[config.mk]
export PLATFORM = sky130hd
export DESIGN_NAME = swfc_top
export DESIGN_NICKNAME = d
export VERILOG_FILES = /design/src/rtl/swfc_pkg.sv /design/src/rtl/swfc_rx_match.sv /design/src/rtl/swfc_pause_ctrl.sv /design/src/rtl/swfc_tx_insert.sv /design/src/rtl/swfc_top.sv
export SDC_FILE = /design/constraint.sdc
export NUM_CORES = 1
export LEC_CHECK = 0
export CAP_MARGIN = 20
export CORE_UTILIZATION = 44
export CTS_BUF_LIST = sky130_fd_sc_hd__clkbuf_2 sky130_fd_sc_hd__clkbuf_4 sky130_fd_sc_hd__clkbuf_8
export DETAILED_ROUTE_END_ITERATION = 7
export DONT_BUFFER_PORTS = 1
export PLACE_DENSITY_LB_ADDON = 0.25
export RECOVER_POWER = 100
export SYNTH_ARGS = -nofsm -noshare
export SYNTH_HDL_FRONTEND = slang
export SYNTH_HIERARCHICAL = 1
export SYNTH_SLANG_ARGS = --single-unit
export TNS_END_PERCENT = 20
[constraint.sdc]
create_clock -name clk -period 2.5 [get_ports clk]
set_input_delay 0.25 -clock clk [delete_from_list [all_inputs] [get_ports clk]]
set_output_delay 0.25 -clock clk [all_outputs]
set_load 0.005 [all_outputs]
[src/rtl/swfc_pkg.sv]
// Shared definitions for the software flow controller.
// Assumes: a mode field is two bits wide and coded as below.
package swfc_pkg;

    // Flow-control mode of one direction
    typedef enum logic [1:0] {
        FC_OFF  = 2'b00,
        FC_SET2 = 2'b01,
        FC_SET1 = 2'b10,
        FC_BOTH = 2'b11
    } fc_mode_e;

endpackage

[src/rtl/swfc_rx_match.sv]
// Receive-side matcher: compares incoming characters with the programmed
// go/stop characters, drops matched ones and forwards the rest to the
// receive FIFO. In paired mode a set-1 character is held for one arrival;
// if the next character does not complete the pair, the held character is
// written first and the new one follows a cycle later.
// Assumes: rx_valid is never high on two consecutive cycles.
module swfc_rx_match
    import swfc_pkg::*;
#(
    parameter int W = 8
) (
    input  logic         clk,
    input  logic         rst_n,
    input  logic [1:0]   mode,
    input  logic [W-1:0] xon1,
    input  logic [W-1:0] xon2,
    input  logic [W-1:0] xoff1,
    input  logic [W-1:0] xoff2,
    input  logic         rx_valid,
    input  logic [W-1:0] rx_data,
    output logic         fwd_valid,
    output logic [W-1:0] fwd_data,
    output logic         hit_on,
    output logic         hit_off
);

    fc_mode_e     m;
    logic [W-1:0] on_c, off_c;
    logic         hold_v, hold_off, spill_v;
    logic [W-1:0] hold_d, spill_d;
    logic         n_hold_v, n_hold_off, n_spill_v, n_out_v;
    logic [W-1:0] n_hold_d, n_spill_d, n_out_d;

    // Pick the single-set characters for the active mode
    always_comb begin
        m     = fc_mode_e'(mode);
        on_c  = (m == FC_SET2) ? xon2  : xon1;
        off_c = (m == FC_SET2) ? xoff2 : xoff1;
    end

    // Decide match, hold, spill and FIFO write for this cycle
    always_comb begin
        hit_on     = 1'b0;
        hit_off    = 1'b0;
        n_out_v    = spill_v;
        n_out_d    = spill_d;
        n_spill_v  = 1'b0;
        n_spill_d  = spill_d;
        n_hold_v   = (m == FC_BOTH) ? hold_v : 1'b0;
        n_hold_off = hold_off;
        n_hold_d   = hold_d;
        if (rx_valid) begin
            case (m)
                FC_OFF: begin
                    n_out_v = 1'b1;
                    n_out_d = rx_data;
                end
                FC_SET1, FC_SET2: begin
                    if (rx_data == off_c) begin
                        hit_off = 1'b1;
                    end else if (rx_data == on_c) begin
                        hit_on = 1'b1;
                    end else begin
                        n_out_v = 1'b1;
                        n_out_d = rx_data;
                    end
                end
                default: begin
                    if (hold_v && hold_off && rx_data == xoff2) begin
                        hit_off  = 1'b1;
                        n_hold_v = 1'b0;
                    end else if (hold_v && !hold_off && rx_data == xon2) begin
                        hit_on   = 1'b1;
                        n_hold_v = 1'b0;
                    end else begin
                        if (hold_v) begin
                            n_out_v = 1'b1;
                            n_out_d = hold_d;
                        end
                        if (rx_data == xoff1 || rx_data == xon1) begin
                            n_hold_v   = 1'b1;
                            n_hold_off = (rx_data == xoff1);
                            n_hold_d   = rx_data;
                        end else begin
                            n_hold_v = 1'b0;
                            if (hold_v) begin
                                n_spill_v = 1'b1;
                                n_spill_d = rx_data;
                            end else begin
                                n_out_v = 1'b1;
                                n_out_d = rx_data;
                            end
                        end
                    end
                end
            endcase
        end
    end

    // Register the hold/spill state and the FIFO write
    always_ff @(posedge clk) begin
        if (!rst_n) begin
            hold_v    <= 1'b0;
            hold_off  <= 1'b0;
            hold_d    <= '0;
            spill_v   <= 1'b0;
            spill_d   <= '0;
            fwd_valid <= 1'b0;
            fwd_data  <= '0;
        end else begin
            hold_v    <= n_hold_v;
            hold_off  <= n_hold_off;
            hold_d    <= n_hold_d;
            spill_v   <= n_spill_v;
            spill_d   <= n_spill_d;
            fwd_valid <= n_out_v;
            fwd_data  <= n_out_d;
        end
    end

    // with matching off, every character reaches the FIFO next cycle
    a_r2_pass_through: assert property (@(posedge clk) disable iff (!rst_n)
        (rx_valid && mode == 2'b00) |=> (fwd_valid && fwd_data == $past(rx_data)));

    // input spacing that the hold/spill scheme relies on
    a_r4_rx_spacing: assert property (@(posedge clk) disable iff (!rst_n)
        rx_valid |=> !rx_valid);

    // a completed pair writes nothing to the FIFO
    a_r4_pair_dropped: assert property (@(posedge clk) disable iff (!rst_n)
        (rx_valid && mode == 2'b11 && hold_v && hold_off && rx_data == xoff2)
        |=> !fwd_valid);

endmodule

[src/rtl/swfc_pause_ctrl.sv]
// Pause state of the local transmitter and the XOFF-received interrupt.
// Assumes: hit_on and hit_off are single-cycle match strobes.
module swfc_pause_ctrl (
    input  logic       clk,
    input  logic       rst_n,
    input  logic [1:0] rx_mode,
    input  logic       hit_on,
    input  logic       hit_off,
    input  logic       irq_en,
    output logic       paused,
    output logic       xoff_irq
);

    // Track pause from matches and pulse the interrupt on a stop match
    always_ff @(posedge clk) begin
        if (!rst_n) begin
            paused   <= 1'b0;
            xoff_irq <= 1'b0;
        end else begin
            xoff_irq <= hit_off && irq_en;
            if (rx_mode == 2'b00)
                paused <= 1'b0;
            else if (hit_off)
                paused <= 1'b1;
            else if (hit_on)
                paused <= 1'b0;
        end
    end

    // the interrupt is a single-cycle pulse
    a_r5_irq_pulse: assert property (@(posedge clk) disable iff (!rst_n)
        xoff_irq |=> !xoff_irq);

    // a go match always leaves the transmitter running
    a_r3_resume: assert property (@(posedge clk) disable iff (!rst_n)
        (hit_on && !hit_off) |=> !paused);

endmodule

[src/rtl/swfc_tx_insert.sv]
// Transmit-side inserter: keeps the wanted line state (stopped or going)
// from halt/resume requests, and the state last sent. When they differ it
// offers the stop or go character(s) to the shifter ahead of source data.
// A pair started in mode 11 is always finished with the same kind.
// Assumes: the shifter accepts a character when tx_valid and tx_ready.
module swfc_tx_insert
    import swfc_pkg::*;
#(
    parameter int W = 8
) (
    input  logic         clk,
    input  logic         rst_n,
    input  logic [1:0]   mode,
    input  logic [W-1:0] xon1,
    input  logic [W-1:0] xon2,
    input  logic [W-1:0] xoff1,
    input  logic [W-1:0] xoff2,
    input  logic         halt_req,
    input  logic         resume_req,
    input  logic         paused,
    input  logic         src_valid,
    input  logic [W-1:0] src_data,
    output logic         src_ready,
    input  logic         tx_ready,
    output logic         tx_valid,
    output logic [W-1:0] tx_data
);

    fc_mode_e     m;
    logic         want_off, off_sent, mid, seq_off;
    logic         flow_act, kind, fire;
    logic [W-1:0] fc_char;

    // Select the flow character due now and mux it ahead of data
    always_comb begin
        m        = fc_mode_e'(mode);
        flow_act = (m != FC_OFF) && (mid || (want_off != off_sent));
        kind     = mid ? seq_off : want_off;
        case (m)
            FC_SET2: fc_char = kind ? xoff2 : xon2;
            FC_SET1: fc_char = kind ? xoff1 : xon1;
            FC_BOTH: fc_char = mid ? (kind ? xoff2 : xon2)
                                   : (kind ? xoff1 : xon1);
            default: fc_char = '0;
        endcase
        tx_valid  = flow_act || (!paused && src_valid);
        tx_data   = flow_act ? fc_char : src_data;
        src_ready = !flow_act && !paused && tx_ready;
        fire      = flow_act && tx_ready;
    end

    // Update wanted state, sent state and pair progress
    always_ff @(posedge clk) begin
        if (!rst_n) begin
            want_off <= 1'b0;
            off_sent <= 1'b0;
            mid      <= 1'b0;
            seq_off  <= 1'b0;
        end else begin
            if (halt_req)
                want_off <= 1'b1;
            else if (resume_req)
                want_off <= 1'b0;
            if (m == FC_OFF) begin
                off_sent <= 1'b0;
                mid      <= 1'b0;
            end else if (fire) begin
                if (m == FC_BOTH && !mid) begin
                    mid     <= 1'b1;
                    seq_off <= want_off;
                end else begin
                    mid      <= 1'b0;
                    off_sent <= kind;
                end
            end
        end
    end

    // the second character of a pair is offered right after the first
    a_r9_pair_follows: assert property (@(posedge clk) disable iff (!rst_n)
        (fire && mode == 2'b11 && !mid && mode == 2'b11) |=> (tx_valid || mode != 2'b11));

    // with insertion off the shifter only ever sees source bytes
    a_r7_no_insert: assert property (@(posedge clk) disable iff (!rst_n)
        (mode == 2'b00 && tx_valid) |-> (src_valid && tx_data == src_data));

    // a stop is never sent again while the line is already stopped
    a_r10_no_repeat: assert property (@(posedge clk) disable iff (!rst_n)
        (fire && kind && !mid && mode != 2'b11) |-> !off_sent);

endmodule

[src/rtl/swfc_top.sv]
// XON/XOFF software flow controller top. Wires the receive matcher, the
// pause/interrupt state and the transmit inserter together.
// Assumes: cfg_mode and the flow characters are changed only while idle.
module swfc_top #(
    parameter int W = 8
) (
    input  logic         clk,
    input  logic         rst_n,
    input  logic [3:0]   cfg_mode,
    input  logic         xoff_irq_en,
    input  logic [W-1:0] xon1_char,
    input  logic [W-1:0] xon2_char,
    input  logic [W-1:0] xoff1_char,
    input  logic [W-1:0] xoff2_char,
    input  logic         rx_valid,
    input  logic [W-1:0] rx_data,
    output logic         fifo_wr_valid,
    output logic [W-1:0] fifo_wr_data,
    input  logic         halt_req,
    input  logic         resume_req,
    input  logic         src_valid,
    input  logic [W-1:0] src_data,
    output logic         src_ready,
    input  logic         tx_ready,
    output logic         tx_valid,
    output logic [W-1:0] tx_data,
    output logic         tx_en,
    output logic         xoff_irq
);

    localparam int MODE_W = 2;

    logic [MODE_W-1:0] rx_mode, tx_mode;
    logic              hit_on, hit_off, paused;

    // Split the mode field into its two directions
    always_comb begin
        rx_mode = cfg_mode[MODE_W-1:0];
        tx_mode = cfg_mode[2*MODE_W-1:MODE_W];
        tx_en   = !paused;
    end

    swfc_rx_match #(.W(W)) u_rx (
        .clk      (clk),
        .rst_n    (rst_n),
        .mode     (rx_mode),
        .xon1     (xon1_char),
        .xon2     (xon2_char),
        .xoff1    (xoff1_char),
        .xoff2    (xoff2_char),
        .rx_valid (rx_valid),
        .rx_data  (rx_data),
        .fwd_valid(fifo_wr_valid),
        .fwd_data (fifo_wr_data),
        .hit_on   (hit_on),
        .hit_off  (hit_off)
    );

    swfc_pause_ctrl u_pause (
        .clk     (clk),
        .rst_n   (rst_n),
        .rx_mode (rx_mode),
        .hit_on  (hit_on),
        .hit_off (hit_off),
        .irq_en  (xoff_irq_en),
        .paused  (paused),
        .xoff_irq(xoff_irq)
    );

    swfc_tx_insert #(.W(W)) u_tx (
        .clk       (clk),
        .rst_n     (rst_n),
        .mode      (tx_mode),
        .xon1      (xon1_char),
        .xon2      (xon2_char),
        .xoff1     (xoff1_char),
        .xoff2     (xoff2_char),
        .halt_req  (halt_req),
        .resume_req(resume_req),
        .paused    (paused),
        .src_valid (src_valid),
        .src_data  (src_data),
        .src_ready (src_ready),
        .tx_ready  (tx_ready),
        .tx_valid  (tx_valid),
        .tx_data   (tx_data)
    );

    // a paused transmitter never takes a source byte
    a_r6_pause_blocks: assert property (@(posedge clk) disable iff (!rst_n)
        !tx_en |-> !src_ready);

    // the interrupt pulse coincides with the paused state
    a_r5_irq_paused: assert property (@(posedge clk) disable iff (!rst_n)
        xoff_irq |-> !tx_en);

endmodule

==> impl_metrics.json, run 1 <==
{
  "drc": 0,
  "gp_congestion": 0.807,
  "synth_fp_nets": 419,
  "grt_use_total_pct": 22.3,
  "setup_ws_ns": 0.275,
  "critPathKind": "in2reg",
  "synth_edf_count": 0,
  "die_h_um": 85.4,
  "critPathLaunchType": "primary input",
  "portBuffers": 0,
  "synthDistinctLibCells": 55,
  "max_stage_delay_ns": 0.43,
  "synth_ff_type": "dfxtp_1",
  "rsz0062_at_grt": "no",
  "ys_seq_area_share_pct": 22.2,
  "crit_path_max_fanout": 8,
  "fin_nets": 407,
  "antenna_found_initial": 0,
  "fin_util_pct": 46.8,
  "clk_pin_slew_worst_paths_ns": 0.08,
  "final_hold_viol_count": 0,
  "critPathTopFamily": "simple AND/OR/NAND/NOR gates",
  "cts_buffer_depth": 2,
  "cts_tree": "yes",
  "finalSetupViolCount": 0,
  "clk_latency_ns": 0.29,
  "fmax_ghz": 0.449,
  "drv_slew": 0,
  "dieArea_sq_mm": 0.00730,
  "cp_num_buf_inv": 1,
  "wl_per_cell_um": 18.6,
  "end_kind": "flop",
  "post_cts_buffers": 0,
  "grt_max_degree": 22,
  "overflow": 0,
  "crit_chain": "inv_1 -> ha_1 -> mux2i_1 -> xnor2_1 -> nor4_1 -> nand2_1 -> nand4_1 -> o22ai_2 -> a221o_1",
  "netlist_area_sq_mm": 0.00306,
  "tightest_slew_ns": 0.522,
  "fillerInstances": 683,
  "period_share_pct": 89.0,
  "vdd_ir_drop_max_v": 0.000214,
  "avgViaCountPerCell": 5.89,
  "cts_max_level": 2,
  "synth.avg_cell_area_sq_um": 8.65,
  "cts_sinks": 34,
  "cap_viol_max_count": 0,
  "first_global_vias": 2471,
  "cts-resized-gates": 0,
  "cp.required_ns": 2.68,
  "ant_nets": 0,
  "cts_buffers": 5,
  "drt-total-wl_um": 7890,
  "drt_iter0_drc": 106,
  "cpMaxStageDelayCell": "ha_1",
  "cts_root_buffer": "clkbuf_8",
  "hp-class": "in2reg",
  "design_power_total_uw": 1440,
  "finalSetupTns_ns": 0,
  "drtPass1Iterations": 4,
  "async_flop_share_pct": 0,
  "grt_first_pass_wirelength_um": 12800,
  "synth_warnings": 6,
  "start_util_pct": 45.3,
  "core_sq_mm": 0.00676,
  "holdBufCountCts": 0,
  "clock_skew_ns": 0.00743,
  "syn_inst": 354,
  "crit_arrival_ns": 2.41,
  "antennaDiodeCount": 0,
  "row_count": 30,
  "power.leakage_uw": 0.00126,
  "place_ws_ns": -0.00896,
  "post-route-min-period_ns": 2.23,
  "outcome": "completed",
  "drive_gt1_share_pct": 8.16,
  "powerDensity_mw_per_mm2": 457,
  "areaGrowthSynthToFinish_pct": 3.19,
  "vias": 2492,
  "die_width_um": 85.4,
  "slew_headroom_pct": 64.9,
  "hpwl_um": 5870,
  "io_pins": 81,
  "ys_ff_latch": 34
}
-- final timing paths --
| check | start | to | slack (ns) | depth (start not counted) |
|---|---|---|---|---|
| setup / recovery | cfg_mode[1] | u_rx/fwd_data[2]$_SDFF_PN0_ | 0.27 | 9 |
| hold / removal | rst_n | u_tx/want_off$_SDFFE_PN0P_ | 0.07 | 1 |
| setup reg to reg | u_rx/hold_v$_SDFF_PN0_ | u_rx/fwd_data[2]$_SDFF_PN0_ | 0.29 | 7 |
| hold reg to reg | u_rx/hold_d[1]$_SDFFE_PN0P_ | u_rx/hold_d[1]$_SDFFE_PN0P_ | 0.49 | 2 |
-- per-stage QoR --
step	instances	cell area, sq um	hold slack (ns)
floorplan	354	3060	0.368
global placement	415	3050	0.381
detailed placement	415	3050	0.376
CTS	423	3180	0.0617
global route	423	3160	0.0635
finish	423	3160	0.0739
-- synth_stat cells, types with 7 or more instances --
cell type	count	area [sq um]
dfxtp_1	34	681
xor2_1	19	166
o21a_1	16	120
nand2_1	28	105
buf_2	8	40.0
mux2i_1	49	490
a21oi_1	8	40.0
a32oi_1	8	70.1
nor2_1	23	86.3
nor2b_1	14	87.6
a221o_1	7	70.1
o21bai_1	15	113
xnor2_1	19	166
o21ai_1	9	45.0
buf_4	10	75.1
and2_1	14	87.6
inv_1	9	33.8
-- registers in the layout, indices dropped and copies added (netlist names) --
register          cells
u_tx/want_off         1
u_pause/xoff_irq      1
u_tx/seq_off          1
u_rx/fwd_data         8
u_rx/fwd_valid        1
u_rx/spill_v          1
u_rx/hold_off         1
u_rx/hold_d           8
u_tx/off_sent         1
u_pause/paused        1
u_rx/hold_v           1
u_tx/mid              1
u_rx/spill_d          8
-- cell families after synthesis --
| group | after synthesis | share of synthesized area, % |
|---|---|---|
| XOR/XNOR | 39 | 11.4 |
| flip-flops | 34 | 22.2 |
| adder cells (fa/ha/maj) | 5 | 2.04 |
| AND/OR/NAND/NOR | 109 | 20.1 |
| multiplexers | 51 | 16.9 |
| AO/OA/AOI/OAI | 79 | 20.3 |
| buffers and inverters | 37 | 7.07 |
-- layout by cell type (no fill, tap or decap), types with 9 or more instances in the layout --
| cell | count |
|---|---|
| and2_1 | 14 |
| xnor2_1 | 19 |
| inv_1 | 9 |
| nor2_1 | 24 |
| o21bai_1 | 15 |
| nor2b_1 | 14 |
| o21a_1 | 16 |
| xor2_1 | 20 |
| dfxtp_1 | 34 |
| nand2_1 | 28 |
| o21ai_0 | 9 |
| mux2i_1 | 49 |
-- power breakdown --
part	leakage [uW]	total, uW	switching, uW	internal (uW)
logic	0.000911	257	126	130
clock network	0.0000683	624	225	400
registers	0.000275	561	9.89	551
-- final cells by class --
class	instances	area [sq um]	area share [%]
Multi-Input combinational cell	283	2140	67.8
Tap cell	80	100	3.17
Sequential cell	34	681	21.5
Clock buffer	5	68.8	2.18
Inverter	9	33.8	1.07
Clock inverter	3	68.8	2.18
Timing Repair Buffer	9	65.1	2.06
-- routing by layer --
layer	track usage [%]	part of all wire, %	routed length, um
met3	7.78	7.5	590
met2	35.9	46	3650
met5	0	0	0
met4	6.82	1.7	135
met1	28.1	45	3510
Power figures use the tool's default switching activity.
==> run 2: changes to the inputs <==
--- a/config.mk
+++ b/config.mk
@@ -8,4 +8,4 @@
 export CAP_MARGIN = 20
+export CORE_MARGIN = 2
 export CORE_UTILIZATION = 44
-export CTS_BUF_LIST = sky130_fd_sc_hd__clkbuf_2 sky130_fd_sc_hd__clkbuf_4 sky130_fd_sc_hd__clkbuf_8
 export DETAILED_ROUTE_END_ITERATION = 7
--- a/constraint.sdc
+++ b/constraint.sdc
@@ -3,2 +3,2 @@
 set_output_delay 0.25 -clock clk [all_outputs]
-set_load 0.005 [all_outputs]
+set_load 0.02 [all_outputs]
==> run 2 against run 1 <==
Compared with the run above: critical path depth fell by 5; sequential share of layout area fell by 0.060 points; flip-flop and latch count did not move; final cell count rose by 0.47%; core utilization rose by 0.13 points; register-to-register slack got worse by 0.06 ns; total power rose by 3.3%; wire length rose by 2.8%; maximum frequency fell by 3.0%; setup slack got worse by 0.069 ns; highest routed layer unchanged.
==> impl_metrics.json, run 2 (synthesis gave the netlist of run 1 again) <==
{
  "outcome": "completed",
  "powerDensity_mw_per_mm2": 470,
  "cts_max_level": 2,
  "dieArea_sq_mm": 0.00764,
  "die_width_um": 87.4,
  "areaGrowthSynthToFinish_pct": 3.47,
  "cts_root_buffer": "clkbuf_8",
  "hp-class": "in2reg",
  "route.met3.wl_um": 578,
  "p_int_uw": 1090,
  "pwr-share-clk_pct": 42.5,
  "design_power_total_uw": 1490,
  "ant_nets": 0,
  "critPathKind": "reg2out",
  "avgViaCountPerCell": 5.95,
  "overflow": 0,
  "vdd_ir_drop_max_v": 0.000411,
  "wl_per_cell_um": 19.1,
  "cts_tree": "yes",
  "start_util_pct": 45.3,
  "gp_congestion": 0.858,
  "row_count": 30,
  "cts_buffer_depth": 2,
  "tightest_slew_ns": 0.636,
  "cts_buffers": 5,
  "rsz0062_at_grt": "no",
  "cap_viol_max_count": 0,
  "antenna_found_initial": 0,
  "end_kind": "primary output",
  "crit_path_max_fanout": 7,
  "drt_iter0_drc": 92,
  "fmax_ghz": 0.436,
  "final_cell_mix": "mux2i_1 (49), dfxtp_1 (34), nand2_1 (28), nor2_1 (23), xor2_1 (20)",
  "power.leakage_uw": 0.00126,
  "grt_max_degree": 33,
  "dr.max_layer_used": "met4",
  "die_h_um": 87.4,
  "final_hold_viol_count": 0,
  "grt_use_total_pct": 21.9,
  "cp.required_ns": 2.25,
  "final_cells": 425,
  "core_sq_mm": 0.00676,
  "cts_sinks": 34,
  "critPathLaunchType": "flop",
  "post-route-min-period_ns": 2.29,
  "clk_latency_ns": 0.29,
  "holdBufCountCts": 0,
  "finalSetupViolCount": 0,
  "clock_skew_ns": 0.00542,
  "drv_slew": 0,
  "first_global_vias": 2527,
  "reg.largest.list": "u_rx/fwd_data: 8 flops, u_rx/hold_d: 8 flops, u_rx/spill_d: 8 flops",
  "portBuffers": 0,
  "vias": 2529,
  "comb_power_share_pct": 19.4,
  "drive_gt1_share_pct": 8.70,
  "finalSetupTns_ns": 0,
  "dp.cells": 417,
  "final_common_cell": "mux2i_1",
  "drt-met1-wl_um": 3590,
  "cts-resized-gates": 0,
  "period_share_pct": 91.8,
  "drc": 0,
  "fin_nets": 409,
  "post_cts_buffers": 0,
  "p_sw_share_pct": 27.2,
  "drtPass1Iterations": 4,
  "io_pins": 81,
  "clk_pin_slew_worst_paths_ns": 0.08,
  "grt_first_pass_wirelength_um": 13100,
  "wl_met2_um": 3820,
  "pwr-share-seq_pct": 38.1,
  "hpwl_um": 5970,
  "p_sw_uw": 405,
  "drt-total-wl_um": 8110,
  "slew_headroom_pct": 57.1,
  "antennaDiodeCount": 0,
  "crit_arrival_ns": 2.04
}
-- run 2: changes by cell type in the layout (fill, tap and decap cells not counted), sizes merged --
cell / change
buf: -1
clkbuf: +3
-- run 2: metrics by stage --
step	cell area [sq um]	hold slack [ns]	setup slack, ns	utilization (%)
floorplan	3060	0.368	0.398	-
global placement	3060	0.380	0.144	45.3
detailed placement	3060	0.374	0.0461	45.3
CTS	3200	0.0640	0.258	47.4
global route	3170	0.0724	0.0850	46.9
finish	3170	0.0746	0.206	46.9
-- run 2: power groups by stage --
stage / logic (uW) / clock network (uW) / registers [uW]
detailed placement: 293 / 0 / 582
global route: 316 / 664 / 569
floorplan: 283 / 0 / 578
CTS: 294 / 652 / 569
finish: 289 / 633 / 568
global placement: 286 / 0 / 582
-- run 2: worst paths after layout --
check                          startpoint                           end  slack, ns  cells past startpoint
max            u_tx/want_off$_SDFFE_PN0P_                    tx_data[4]       0.21                      4
min                                 rst_n    u_tx/want_off$_SDFFE_PN0P_       0.07                      1
max reg2reg        u_rx/hold_v$_SDFF_PN0_   u_rx/hold_d[1]$_SDFFE_PN0P_       0.23                      8
min reg2reg  u_rx/spill_d[6]$_SDFFE_PN0P_  u_rx/spill_d[6]$_SDFFE_PN0P_       0.49                      2
-- run 2: worst max-delay path, stage by stage (launching register included) --
cell and delay, ns:
dfxtp_1 0.51, or2_0 0.45, o21a_1 0.17, a32oi_1 0.10, o21ai_0 0.52
-- run 2: per-layer routing --
metal  global-route usage, %  up-vias
met5                       0        -
met1                    27.6     1197
met3                    5.78        8
li1                        -     1236
met4                    6.57        0
met2                    36.6       88
-- run 2: cell type report --
class / count / area [sq um]
Tap cell: 80 / 100
Clock buffer: 5 / 68.8
Clock inverter: 3 / 68.8
Multi-Input combinational cell: 283 / 2140
Timing Repair Buffer: 11 / 71.3
Inverter: 9 / 33.8
Fill cell: 682 / 3590
Sequential cell: 34 / 681
